File: config.mk
export PLATFORM = sky130hd
export DESIGN_NAME = spi_unit
export DESIGN_NICKNAME = d
export VERILOG_FILES = /design/src/rtl/spi_unit_pkg.sv /design/src/rtl/spi_unit_sync.sv /design/src/rtl/spi_unit_clkgen.sv /design/src/rtl/spi_unit_shifter.sv /design/src/rtl/spi_unit.sv
export SDC_FILE = /design/constraint.sdc
export NUM_CORES = 1
export LEC_CHECK = 0
export BUFFER_PORTS_ARGS = -buffer_cell sky130_fd_sc_hd__buf_4
export CORE_MARGIN = 5
export CORE_UTILIZATION = 57
export DETAILED_ROUTE_END_ITERATION = 8
export HOLD_SLACK_MARGIN = 0.05
export PLACE_DENSITY = 0.88
export SLEW_MARGIN = 20
export SYNTH_ARGS = -nofsm -noshare
export SYNTH_HDL_FRONTEND = slang
export SYNTH_SLANG_ARGS = --single-unit
File: constraint.sdc
create_clock -name clk -period 2.7 [get_ports clk]
set_clock_uncertainty 0.2 [all_clocks]
set_input_delay 0.405 -clock clk [delete_from_list [all_inputs] [get_ports clk]]
set_output_delay 0.405 -clock clk [all_outputs]
set_load 0.05 [all_outputs]
File: src/rtl/spi_unit_pkg.sv
// Package: shared register layout and address map of the serial port.
// Assumes an 8-bit register bus.
package spi_unit_pkg;

    localparam int REG_W = 8;

    typedef enum logic [1:0] {
        ADDR_CTRL = 2'd0,
        ADDR_STAT = 2'd1,
        ADDR_DATA = 2'd2,
        ADDR_NONE = 2'd3
    } reg_addr_e;

    typedef struct packed {
        logic       irq_en;
        logic       enable;
        logic       lsb_first;
        logic       master;
        logic       cpol;
        logic       cpha;
        logic [1:0] rate;
    } ctrl_t;

endpackage

File: src/rtl/spi_unit_sync.sv
// Module: two-flop synchroniser for a group of asynchronous inputs.
// Assumes each input bit is independent or changes slowly enough
// that the bits arrive in the same cycle.
module spi_unit_sync #(
    parameter int               WIDTH   = 1,
    parameter logic [WIDTH-1:0] RST_VAL = '0
) (
    input  logic             clk,
    input  logic             rst_n,
    input  logic [WIDTH-1:0] d,
    output logic [WIDTH-1:0] q
);

    logic [WIDTH-1:0] meta_q;

    // Two register stages toward the system clock domain.
    always_ff @(posedge clk) begin
        if (!rst_n) begin
            meta_q <= RST_VAL;
            q      <= RST_VAL;
        end else begin
            meta_q <= d;
            q      <= meta_q;
        end
    end

endmodule

File: src/rtl/spi_unit_clkgen.sv
// Module: master serial clock timer. While run is high it pulses tick
// once every half period. The half period comes from the rate code:
// BASE_HALF * {1, 4, 16, 32} system clocks.
// Assumes run drops to 0 between transfers so that each transfer
// starts from a full half period.
module spi_unit_clkgen #(
    parameter int BASE_HALF = 2
) (
    input  logic       clk,
    input  logic       rst_n,
    input  logic       run,
    input  logic [1:0] rate,
    output logic       tick
);

    localparam int MAX_HALF = BASE_HALF * 32;
    localparam int CNT_W    = $clog2(MAX_HALF);

    logic [CNT_W-1:0] cnt_q;
    logic [CNT_W-1:0] half_m1;

    // Look up the terminal count for the selected rate.
    always_comb begin
        case (rate)
            2'd0:    half_m1 = CNT_W'(BASE_HALF - 1);
            2'd1:    half_m1 = CNT_W'(BASE_HALF * 4 - 1);
            2'd2:    half_m1 = CNT_W'(BASE_HALF * 16 - 1);
            default: half_m1 = CNT_W'(MAX_HALF - 1);
        endcase
    end

    assign tick = run && (cnt_q == half_m1);

    // Count system clocks inside the current half period.
    always_ff @(posedge clk) begin
        if (!rst_n) begin
            cnt_q <= '0;
        end else if (!run || tick) begin
            cnt_q <= '0;
        end else begin
            cnt_q <= cnt_q + 1'b1;
        end
    end

endmodule

File: src/rtl/spi_unit_shifter.sv
// Module: the shift register used in both modes. On a sample event it
// shifts in_bit in. On a setup event it moves the next outgoing bit
// into out_bit. byte_done pulses on the last sample of a byte.
// Assumes sample_ev and setup_ev never arrive in the same cycle.
// Priority: load, then clear, then prime, then events.
module spi_unit_shifter #(
    parameter int WIDTH = 8
) (
    input  logic             clk,
    input  logic             rst_n,
    input  logic             clear,
    input  logic             load,
    input  logic [WIDTH-1:0] load_data,
    input  logic             prime,
    input  logic             lsb_first,
    input  logic             sample_ev,
    input  logic             setup_ev,
    input  logic             in_bit,
    output logic [WIDTH-1:0] data,
    output logic             out_bit,
    output logic             byte_done
);

    localparam int CNT_W = $clog2(WIDTH);
    localparam int LAST  = WIDTH - 1;

    logic [WIDTH-1:0] sr_q;
    logic [CNT_W-1:0] cnt_q;
    logic [WIDTH-1:0] shifted;
    logic             head_sr;
    logic             head_ld;

    assign head_sr = lsb_first ? sr_q[0] : sr_q[WIDTH-1];
    assign head_ld = lsb_first ? load_data[0] : load_data[WIDTH-1];
    assign shifted = lsb_first ? {in_bit, sr_q[WIDTH-1:1]}
                               : {sr_q[WIDTH-2:0], in_bit};
    assign byte_done = sample_ev && !load && !clear && !prime &&
                       (cnt_q == CNT_W'(LAST));
    assign data = sr_q;

    // Load, shift and bit-count bookkeeping for one byte.
    always_ff @(posedge clk) begin
        if (!rst_n) begin
            sr_q    <= '0;
            cnt_q   <= '0;
            out_bit <= 1'b0;
        end else if (load) begin
            sr_q    <= load_data;
            out_bit <= head_ld;
            cnt_q   <= '0;
        end else if (clear) begin
            cnt_q   <= '0;
        end else if (prime) begin
            out_bit <= head_sr;
            cnt_q   <= '0;
        end else begin
            if (sample_ev) begin
                sr_q  <= shifted;
                cnt_q <= (cnt_q == CNT_W'(LAST)) ? '0 : cnt_q + 1'b1;
            end
            if (setup_ev) begin
                out_bit <= head_sr;
            end
        end
    end

endmodule

File: src/rtl/spi_unit.sv
// Module: top of the serial port. It holds the control register, the
// completion flag with its two-step clear, the master transfer
// sequencer and the conflict detection on the select input. It also
// maps the leading and trailing clock edges to sample and setup events
// for either mode.
// Assumes: no control or data writes while a master byte is in flight,
// and sck_in at most a quarter of the system clock rate.
module spi_unit
    import spi_unit_pkg::*;
#(
    parameter int BASE_HALF = 2
) (
    input  logic             clk,
    input  logic             rst_n,
    input  logic [1:0]       bus_addr,
    input  logic             bus_wr,
    input  logic             bus_rd,
    input  logic [REG_W-1:0] bus_wdata,
    output logic [REG_W-1:0] bus_rdata,
    input  logic             glb_irq_en,
    output logic             irq,
    input  logic             sck_in,
    output logic             sck_out,
    input  logic             mosi_in,
    output logic             mosi_out,
    input  logic             miso_in,
    output logic             miso_out,
    input  logic             ss_n
);

    localparam int EDGES  = 2 * REG_W;
    localparam int EDGE_W = $clog2(EDGES);

    ctrl_t             ctrl_q;
    logic              flag_q;
    logic              arm_q;
    logic              busy_q;
    logic              phase_q;
    logic [EDGE_W-1:0] edge_q;
    logic [2:0]        sync_q;
    logic              ss_s, mosi_s, sck_s;
    logic              sck_prev_q, ss_prev_q;
    logic              tick;
    logic              is_master, is_slave, fault, slv_act;
    logic              lead_ev, trail_ev, sample_ev, setup_ev;
    logic              data_acc, data_wr, stat_rd, start, load, prime, clear;
    logic              byte_done, out_bit, in_bit;
    logic [REG_W-1:0]  shift_data;

    spi_unit_sync #(
        .WIDTH  (3),
        .RST_VAL(3'b100)
    ) u_sync (
        .clk  (clk),
        .rst_n(rst_n),
        .d    ({ss_n, mosi_in, sck_in}),
        .q    (sync_q)
    );

    assign ss_s   = sync_q[2];
    assign mosi_s = sync_q[1];
    assign sck_s  = sync_q[0];

    // Keep last synchronised levels for edge detection.
    always_ff @(posedge clk) begin
        if (!rst_n) begin
            sck_prev_q <= 1'b0;
            ss_prev_q  <= 1'b1;
        end else begin
            sck_prev_q <= sck_s;
            ss_prev_q  <= ss_s;
        end
    end

    assign is_master = ctrl_q.enable && ctrl_q.master;
    assign is_slave  = ctrl_q.enable && !ctrl_q.master;
    assign fault     = is_master && !ss_s;
    assign slv_act   = is_slave && !ss_s;

    // Map master ticks or slave clock transitions onto leading/trailing edges.
    always_comb begin
        if (is_master) begin
            lead_ev  = tick && !phase_q;
            trail_ev = tick && phase_q;
        end else begin
            lead_ev  = slv_act && (ctrl_q.cpol ? (sck_prev_q && !sck_s)
                                               : (!sck_prev_q && sck_s));
            trail_ev = slv_act && (ctrl_q.cpol ? (!sck_prev_q && sck_s)
                                               : (sck_prev_q && !sck_s));
        end
    end

    assign sample_ev = ctrl_q.cpha ? trail_ev : lead_ev;
    assign setup_ev  = ctrl_q.cpha ? lead_ev : trail_ev;

    assign data_acc = (bus_wr || bus_rd) && (bus_addr == ADDR_DATA);
    assign data_wr  = bus_wr && (bus_addr == ADDR_DATA);
    assign stat_rd  = bus_rd && (bus_addr == ADDR_STAT);
    assign load     = data_wr && !busy_q;
    assign start    = load && is_master && ss_s;
    assign prime    = is_slave && ss_prev_q && !ss_s;
    assign clear    = !ctrl_q.enable || (is_slave && ss_s) || fault;
    assign in_bit   = is_master ? miso_in : mosi_s;

    spi_unit_clkgen #(
        .BASE_HALF(BASE_HALF)
    ) u_clkgen (
        .clk  (clk),
        .rst_n(rst_n),
        .run  (busy_q),
        .rate (ctrl_q.rate),
        .tick (tick)
    );

    spi_unit_shifter #(
        .WIDTH(REG_W)
    ) u_shifter (
        .clk      (clk),
        .rst_n    (rst_n),
        .clear    (clear),
        .load     (load),
        .load_data(bus_wdata),
        .prime    (prime),
        .lsb_first(ctrl_q.lsb_first),
        .sample_ev(sample_ev),
        .setup_ev (setup_ev),
        .in_bit   (in_bit),
        .data     (shift_data),
        .out_bit  (out_bit),
        .byte_done(byte_done)
    );

    // Control register: software writes, hardware demotion on conflict.
    always_ff @(posedge clk) begin
        if (!rst_n) begin
            ctrl_q <= '0;
        end else if (bus_wr && (bus_addr == ADDR_CTRL)) begin
            ctrl_q <= ctrl_t'(bus_wdata);
        end else if (fault) begin
            ctrl_q.master <= 1'b0;
        end
    end

    // Completion flag and the arm bit of its read-status-then-data clear.
    always_ff @(posedge clk) begin
        if (!rst_n) begin
            flag_q <= 1'b0;
            arm_q  <= 1'b0;
        end else if (byte_done || fault) begin
            flag_q <= 1'b1;
            arm_q  <= 1'b0;
        end else if (data_acc) begin
            if (arm_q) begin
                flag_q <= 1'b0;
            end
            arm_q <= 1'b0;
        end else if (stat_rd && flag_q) begin
            arm_q <= 1'b1;
        end
    end

    // Master sequencer: count sixteen clock edges per byte.
    always_ff @(posedge clk) begin
        if (!rst_n) begin
            busy_q  <= 1'b0;
            phase_q <= 1'b0;
            edge_q  <= '0;
        end else if (!is_master || fault) begin
            busy_q  <= 1'b0;
            phase_q <= 1'b0;
            edge_q  <= '0;
        end else if (start) begin
            busy_q  <= 1'b1;
            phase_q <= 1'b0;
            edge_q  <= '0;
        end else if (tick) begin
            phase_q <= !phase_q;
            edge_q  <= edge_q + 1'b1;
            if (edge_q == EDGE_W'(EDGES - 1)) begin
                busy_q <= 1'b0;
            end
        end
    end

    assign sck_out  = (busy_q && phase_q) ^ ctrl_q.cpol;
    assign mosi_out = is_master && out_bit;
    assign miso_out = slv_act && out_bit;
    assign irq      = flag_q && ctrl_q.irq_en && glb_irq_en;

    // Register read multiplexer.
    always_comb begin
        case (bus_addr)
            ADDR_CTRL: bus_rdata = ctrl_q;
            ADDR_STAT: bus_rdata = {flag_q, {(REG_W-1){1'b0}}};
            ADDR_DATA: bus_rdata = shift_data;
            default:   bus_rdata = '0;
        endcase
    end

endmodule

---- After elaboration in Yosys (flattened, before gate mapping) ----
Index checks and enable logic that the tools add are counted.
storage, ports and cells
  word-level logic and storage cells ...... 129
  bits in registers ....................... 42
  input bits .............................. 19
cells by class
  equal/unequal tests ..................... 9
  add/subtract/negate cells ............... 3
  reduce and logical (&&, ||, !) cells .... 66
  multiplexer cells ....................... 29
  bitwise gates (word level) .............. 2
operators by type and width
  cell                                           number
  2-to-1 mux 8 bit                               5
  logical AND 1 bit                              31
  case mux 8 bit (3 select lines)                1
  2-to-1 mux 1 bit                               21
  case mux 6 bit (3 select lines)                1
  nonzero test 2 bit                             6
  logical NOT 1 bit                              11
  adder 6 x 1 -> 6 bit, second input constant    1
  == test 6 bit                                  1
  logical OR 1 bit                               6
  AND reduction 2 bit                            3
  OR reduction 3 bit                             2
  adder 4 x 1 -> 4 bit, second input constant    1
  == test 2 x 1 -> 1 bit, second input constant  2
  == test 2 bit, second input constant           2
  == test 4 bit, second input constant           1
  logical NOT 2 bit                              2
  != test 2 bit, second input constant           2
  OR reduction 2 bit                             2
  OR reduction 4 bit                             1
  adder 3 x 1 -> 3 bit, second input constant    1
  == test 3 bit, second input constant           1
  2-to-1 mux 3 bit                               1
  AND reduction 3 bit                            1
  other kinds (3)                                3

---- Logic depth before layout (Yosys ltp) ----
Gate-level depths: netlist of run 1.
  depth after elaboration ................. 14
  depth in mapped cells ................... 8
  gate-level depth less buffers ........... 6

---- By module ----
A second synthesis of run 1 with hierarchy kept.
second synthesis, totals
  cell total of the unflattened synthesis .. 220
  area, all modules ....................... 2152.1 um^2
by module, submodules not included
  module            cells an instance  instances  area each (um^2)  sequential area each (um^2)
  spi_unit          112                1          1023.5            360.3
  spi_unit_shifter  66                 1          686.9             240.2
  spi_unit_clkgen   30                 1          284.0             120.1
  spi_unit_sync     12                 1          157.7             120.1

---- Worst setup path after synthesis of run 1 ----
Ideal clock, no wire load.
  kind .................................... input to output
  from .................................... input port bus_addr[0]
  to ...................................... output port bus_rdata[7]
  setup slack ............................. 220 ps
  arrival time ............................ 1875 ps
  stages .................................. 3
  cells stage by stage .................... clkbuf_1 > mux2i_1 > o21ai_0
on the way
  longest elaborated chain between the ends .. 2
ends and longest elaborated chain
  item                                         RTL line         RTL
  start, declared                              spi_unit.sv:15   input logic [1:0] bus_addr,
  == test 2 bit, or another cell as far along  spi_unit.sv:192  case (bus_addr)
  case mux 8 bit (3 select lines) *            spi_unit.sv:192
  end, declared                                spi_unit.sv:19   output logic [REG_W-1:0] bus_rdata,
Every way passes the cells marked *; elsewhere a longest branch is shown, timed or not.

---- Worst setup path after layout of run 1 ----
  from .................................... register ctrl_q[1] (netlist bit)
  to ...................................... register u_shifter.sr_q[1], in the netlist u_shifter.data[1]
on the way
  longest elaborated chain between the ends .. 9
ends and longest elaborated chain
  item                                         RTL line                        RTL
  start, declared                              spi_unit.sv:34                  ctrl_t ctrl_q;
  start signal, assigned                       spi_unit.sv:138                 ctrl_q <= ctrl_t'(bus_wdata);
  == test 2 bit, or another cell as far along  spi_unit_clkgen.sv:24           case (rate)
  case mux 6 bit (3 select lines) *            spi_unit_clkgen.sv:24
  == test 6 bit *                              spi_unit_clkgen.sv:32           assign tick = run && (cnt_q == half_m1);
  logical AND 1 bit *                          spi_unit_clkgen.sv:32
  logical AND 1 bit, on equally long branches  spi_unit.sv:83, spi_unit.sv:84
  2-to-1 mux 1 bit                             spi_unit.sv:82                  if (is_master) begin
  2-to-1 mux 1 bit *                           spi_unit.sv:93                  assign sample_ev = ctrl_q.cpha ? trail_ev : lead_ev;
  nonzero test 2 bit (no line) *               -
  AND reduction 3 bit (no line) *              -
  end signal, assigned                         spi_unit_shifter.sv:48          sr_q <= load_data;
  end signal, assigned                         spi_unit_shifter.sv:58          sr_q <= shifted;
  end, declared                                spi_unit_shifter.sv:27          logic [WIDTH-1:0] sr_q;
Marks and branches as above.
A chain may end at the register's enable or synchronous reset.

==> results of run 1 <==
[flip-flops by register name (all words and copies together) (netlist names), 3 cells and up]
name / count
ctrl_q: 8
edge_q: 4
u_clkgen.cnt_q: 6
u_shifter.cnt_q: 3
u_shifter.data: 8
u_sync.meta_q: 3
u_sync.q: 3
[power by group through the flow]
stage / registers, mW / logic (mW) / clock network [mW]
global placement: 0.656 / 0.104 / 0
global route: 0.644 / 0.117 / 0.467
floorplan: 0.649 / 0.0707 / 0
CTS: 0.642 / 0.107 / 0.435
detailed placement: 0.657 / 0.107 / 0
finish: 0.642 / 0.108 / 0.422
[cell families after synthesis]
| logic type | Yosys count | share of synthesized area |
|---|---|---|
| compound gates | 46 | 0.154 |
| xor+xnor | 9 | 0.0349 |
| fa+ha+maj | 4 | 0.0221 |
| buf+inv | 16 | 0.0271 |
| flops | 42 | 0.372 |
| mux | 26 | 0.121 |
| simple gates | 120 | 0.268 |
[critical path, cell delays in order, from the launching register on]
cell and delay [ns]:
dfxtp_1 0.39, nor4b_2 0.33, a31oi_2 0.13, a2111oi_4 0.53, o22ai_4 0.18, o21ai_2 0.35, o21ai_0 0.15
[per-layer routing]
layer | vias up | routed length [um]
li1 | 987 | -
met1 | 908 | 2390
met2 | 54 | 2350
met3 | 6 | 310
met4 | 0 | 70
met5 | - | 0
[placed cells by master, fill, tap and decap left out, types with 2 or more instances in the layout]
cell type	count
xnor2_1	4
mux2i_1	24
nand3_1	8
dfxtp_1	42
ha_1	4
nand4_1	11
and3b_1	3
inv_1	3
nand3b_1	3
nand2_1	26
nand2b_1	6
clkbuf_8	5
a21oi_1	4
a2111oi_4	2
nor2_1	40
and2_1	8
xor2_1	5
nor3_1	2
buf_4	33
nor3b_1	4
a211oi_1	2
o21ai_0	22
and3_1	3
o21ai_1	2
[stage by stage]
| stage | std cells | worst slack (ns) | instance area [um^2] | utilization | hold slack, ns |
|---|---|---|---|---|---|
| 2_1_floorplan | 263 | 0.220 | 2260 | - | 0.186 |
| 3_3_place_gp | 332 | 0.329 | 2520 | 0.674 | 0.188 |
| 3_5_place_dp | 332 | 0.259 | 2520 | 0.674 | 0.211 |
| 4_1_cts | 340 | 0.311 | 2620 | 0.699 | 0.0709 |
| 5_1_grt | 340 | 0.0723 | 2620 | 0.699 | 0.0730 |
| 6_report | 340 | 0.330 | 2620 | 0.699 | 0.0809 |
[area by class of cell]
cell class	instances	area share
well taps	48	0.0230
inverters	4	0.00574
clock inverters	3	0.00956
repair buffers	33	0.0947
multi-input cells	205	0.519
clock buffers	5	0.0263
flip-flops and latches	42	0.321
[worst max-delay path by stage]
stage,start,endpoint
3_3_place_gp,bus_addr[1],u_shifter.out_bit
2_1_floorplan,bus_addr[0],bus_rdata[7]
6_report,ctrl_q[1],u_shifter.data[1]
3_5_place_dp,bus_addr[1],u_shifter.out_bit
5_1_grt,ctrl_q[6],u_shifter.data[3]
4_1_cts,ctrl_q[1],u_shifter.data[3]
==> metrics, run 1 <==
Startpoint Class=flop; Max-Cap Viols=0; Max Clock Freq=0.422 GHz; logic gate share of total power=0.092; hold_buf cts=0; final wirelength=5120 um; min Tclk post-route=2.37 ns; aggregate global routing overflow=0; post-synth top area cell=dfxtp_1; met2 Usage GRT=0.320; Netlist cell types=48; Syn-to-layout area delta=15.7%; initial antenna violation count=0; Post-Syn Area per Cell=8.60 um^2; Clock transition at path regs=0.09 ns; DRT Pass-1 Iters=4; CP arrival=2.35 ns; Total Power=1.17 mW; number of antenna diodes=0; CTS Buf Count=5; drt drc=0; EDFF count, synth=0; critical path class=flop to flop; final hold vios=0; hpwl dp=3710 um; static leakage=0.989 nW; flop-to-flop setup slack=0.33 ns; crit-path max FO=8; Starting Density=0.604; Post-Syn Nets=286; Sequential Area=841 um^2; post-route ant nets=0; clock buffer depth=2; vias per inst=5.75; CP required=2.68 ns; Synth top area share=0.372; row cnt=22; clk sinks=42; Total GRT Usage=0.208; Hold EP=u_sync.meta_q[2]; Async SR Flop Fraction=0; Power Dens Cells=448 nW/um^2; Net Sw Frac=0.264; count leader, synth=dfxtp_1; H-tree levels=2; Yosys Warn Count=0; FF-to-FF End=u_shifter.data[1]; Post-CTS Setup Inserts=0; sequential share of the synthesized area=0.372; top post-synthesis cells by area=dfxtp_1 (37%), mux2i_1 (11%), nor2_1 (6.6%); GR peak layer=met2; peak supply drop=0.331 mV; Die X=73.0 um; Commonest cells post-synth=dfxtp_1 (42), nor2_1 (40), nand2_1 (26); DRT iter0 DRCs=85; area of the multi-input gates=1360 um^2; CTS tree=yes; total number of vias=1955; PortBufs=30; fin crit share=0.878; source of the worst register-to-register timing path=ctrl_q[1]; hold depth=2; worst-margin pin slew=0.773 ns; met3 usage=0.0675; Int Pwr=863 uW; outcome=finished clean; Die Area=5330 um^2; Hold Crit Class=input pin to flop; Net Switching=309 uW; clock power share=0.360; setup repair after global routing missed its margin=no; Slew Viols, Final=0; Yosys reg bits=42; first-pass GRT wire length=8670 um; pin count of the biggest net entering global routing=33; Placer Congestion=0.855; layout cells sized above 1=0.175; post-DR wirelength/cell=15.1 um; number of fill cells=305; Syn Std Cell Area=2260 um^2; vias in the first global route=1872; Ports=31; die height=73.0 um; worst rel slew slack=0.481; setup violators final=0; setup tns final=0 ns; met1 usage in global routing=0.270; Crit. End Element=flop; Synth Instances=263; Main synth FF type=dfxtp_1; post-cts resize count=0; Worst Reg-to-Reg Cells=6; Clock Latency Late Sink=0.30 ns; Final #Nets=314; Core ar.=3740 um^2; Root Driver=clkbuf_8; Hold Crit Start=ss_n; Reg power frac=0.548
Note: power is estimated with default switching activity, not from simulation.
==> run 2, diff against run 1 <==
--- a/config.mk
+++ b/config.mk
@@ -7,11 +7,12 @@
 export LEC_CHECK = 0
 export BUFFER_PORTS_ARGS = -buffer_cell sky130_fd_sc_hd__buf_4
 export CORE_MARGIN = 5
-export CORE_UTILIZATION = 57
+export CORE_UTILIZATION = 56
 export DETAILED_ROUTE_END_ITERATION = 8
 export HOLD_SLACK_MARGIN = 0.05
-export PLACE_DENSITY = 0.88
+export PLACE_DENSITY = 0.75
 export SLEW_MARGIN = 20
 export SYNTH_ARGS = -nofsm -noshare
 export SYNTH_HDL_FRONTEND = slang
+export SYNTH_HIERARCHICAL = 1
 export SYNTH_SLANG_ARGS = --single-unit
==> run 2 against run 1 <==
Effect of this change:
- sequential share of layout area increased by 1.1 points
- clock power decreased by 9.5%
- via count shrank 14%
- setup slack lost 0.18 ns
- global-route usage shrank 2.3 points
- fmax shrank 7.1%
- sequential cell count stayed put
- non-clock buffer count is 6 higher
- critical path depth increased by 4
- hold slack better by 0.0063 ns
==> metrics, run 2 <==
Post-Syn Area per Cell=9.78 um^2; Hold EP=u_sync/meta_q[2]; Ports=31; EDFF count, synth=0; Main synth FF type=dfxtp_1; initial antenna violation count=0; Slew Viols, Final=0; vias in the first global route=1598; final hold vios=0; WP buf/inv=1; Startpoint Class=flop; hold_buf cts=0; Placer Congestion=0.853; Synth Instances=220; Die X=72.0 um; Syn Std Cell Area=2150 um^2; H-tree levels=2; sequential share of the synthesized area=0.391; count leader, synth=dfxtp_1; post-DR wirelength/cell=15.3 um; Hold Crit Start=ss_n; Syn-to-layout area delta=17.6%; static leakage=0.975 nW; Power Dens Cells=451 nW/um^2; clk sinks=42; layout cells sized above 1=0.251; critical path class=flop to flop; fin crit share=0.944; row cnt=22; CP top delay family=simple AND/OR/NAND/NOR gates; vias per inst=5.52; Yosys reg bits=42; hpwl dp=3300 um; post-synth top area cell=dfxtp_1; post-route ant nets=0; Post-Syn Nets=243; pin count of the biggest net entering global routing=32; Crit. End Element=flop; CTS Buf Count=5; flop-to-flop setup slack=0.15 ns; FF-to-FF End=u_shifter/data[5]; commonest non-fill, non-tap cells in the layout=dfxtp_1 (42), buf_4 (39), mux2i_1 (29), nor2_1 (19), nand3_1 (11); Root Driver=clkbuf_8; Core ar.=3690 um^2; outcome=finished clean; most common cell after layout, fill and taps aside=dfxtp_1; Crit path depth=10; Synth top area share=0.391; first-pass GRT wire length=7490 um; Max-Cap Viols=0; Worst Reg-to-Reg Cells=10; Die Area=5180 um^2; CP arrival=2.51 ns; PortBufs=30; peak supply drop=0.377 mV; CTS tree=yes; DRT iter0 DRCs=75; Final #Nets=278; Total Power=1.14 mW; Worst path slowest cell=dfxtp_1; hold depth=2; Async SR Flop Fraction=0; DP Cell Count=294; number of antenna diodes=0; clock buffer depth=2; critical path's largest stage delay=0.38 ns; top post-synthesis cells by area=dfxtp_1 (39%), mux2i_1 (13%), mux2_2 (4.7%); die height=72.0 um; Clock transition at path regs=0.07 ns; drt drc=0; Max Clock Freq=0.392 GHz; Yosys Warn Count=6; aggregate global routing overflow=0; total number of vias=1674; min Tclk post-route=2.55 ns; Hold Crit Class=input pin to flop; DRT Pass-1 Iters=5; Clock Latency Late Sink=0.30 ns; cells along the critical path=nor4_2, a31oi_1, nor3b_2, and2_1, nand3_1, o22ai_2, nor3b_4, buf_4, mux2i_1, o21ai_1; Total GRT Usage=0.185; worst-margin pin slew=0.544 ns; source of the worst register-to-register timing path=u_clkgen/cnt_q[2]; crit-path max FO=5; Starting Density=0.583; final wirelength=4630 um; Commonest cells post-synth=dfxtp_1 (42), mux2i_1 (29), nor2_1 (19); CP required=2.66 ns; Netlist cell types=41; Core Util, Final=0.686; setup violators final=0; worst rel slew slack=0.637; Layout Cells excl Fill=303
run 2: kinds of logic after synthesis:
logic type / after synthesis / share of synthesized area
flops: 42 / 0.391
simple gates: 87 / 0.233
xor+xnor: 13 / 0.0529
compound gates: 21 / 0.0645
fa+ha+maj: 4 / 0.0233
buf+inv: 13 / 0.0384
mux: 40 / 0.198
run 2: report_power, final:
| group | total, mW | internal (mW) | switching, mW |
|---|---|---|---|
| Sequential | 0.646 | 0.632 | 0.0140 |
| Clock | 0.382 | 0.178 | 0.204 |
| Combinational | 0.112 | 0.0546 | 0.0576 |
| Total | 1.14 | 0.865 | 0.276 |
run 2: final cells by class:
cell class / instances / area, um^2
inverter: 2 / 7.51
clock buffer: 7 / 76.3
tap: 48 / 60.1
sequential: 42 / 841
multi-input combinational: 165 / 1250
fill: 312 / 1160
timing repair buffer: 39 / 293
run 2: timing repair:
item	in CTS	in global routing
endpoints found under the setup margin	4	8
gates cloned	0	0
setup buffers	1	1
pin swaps	1	1
gates resized for setup	0	4
run 2: how the worst max path moves through the flow:
stage	end	slack, ns	startpoint
after CTS	u_shifter/data[2]	0.14	u_clkgen/cnt_q[2]
after global placement	u_shifter/data[5]	0.12	u_clkgen/cnt_q[2]
after global routing	u_shifter/data[2]	-0.005	u_clkgen/cnt_q[2]
after floorplan	u_shifter/data[0]	0.04	u_clkgen/cnt_q[4]
final	u_shifter/data[5]	0.15	u_clkgen/cnt_q[2]
after detailed placement	u_shifter/data[2]	0.001	u_clkgen/cnt_q[2]
run 2: stage by stage:
step / setup WS [ns] / TNS [ns] / area (um^2) / hold WS, ns
2_1_floorplan: 0.0386 / 0 / 2150 / 0.186
3_3_place_gp: 0.118 / 0 / 2410 / 0.199
3_5_place_dp: 0.00146 / 0 / 2410 / 0.204
4_1_cts: 0.135 / 0 / 2500 / 0.0827
5_1_grt: -0.00520 / -0.00520 / 2530 / 0.0767
6_report: 0.150 / 0 / 2530 / 0.0872
run 2: metal layers:
| layer | up-vias | part of all wire | GRT usage |
|---|---|---|---|
| met5 | - | 0 | 0 |
| met4 | 0 | 0.018 | 0.0877 |
| met3 | 8 | 0.056 | 0.0471 |
| met2 | 46 | 0.45 | 0.292 |
| met1 | 779 | 0.47 | 0.235 |
| li1 | 841 | - | - |
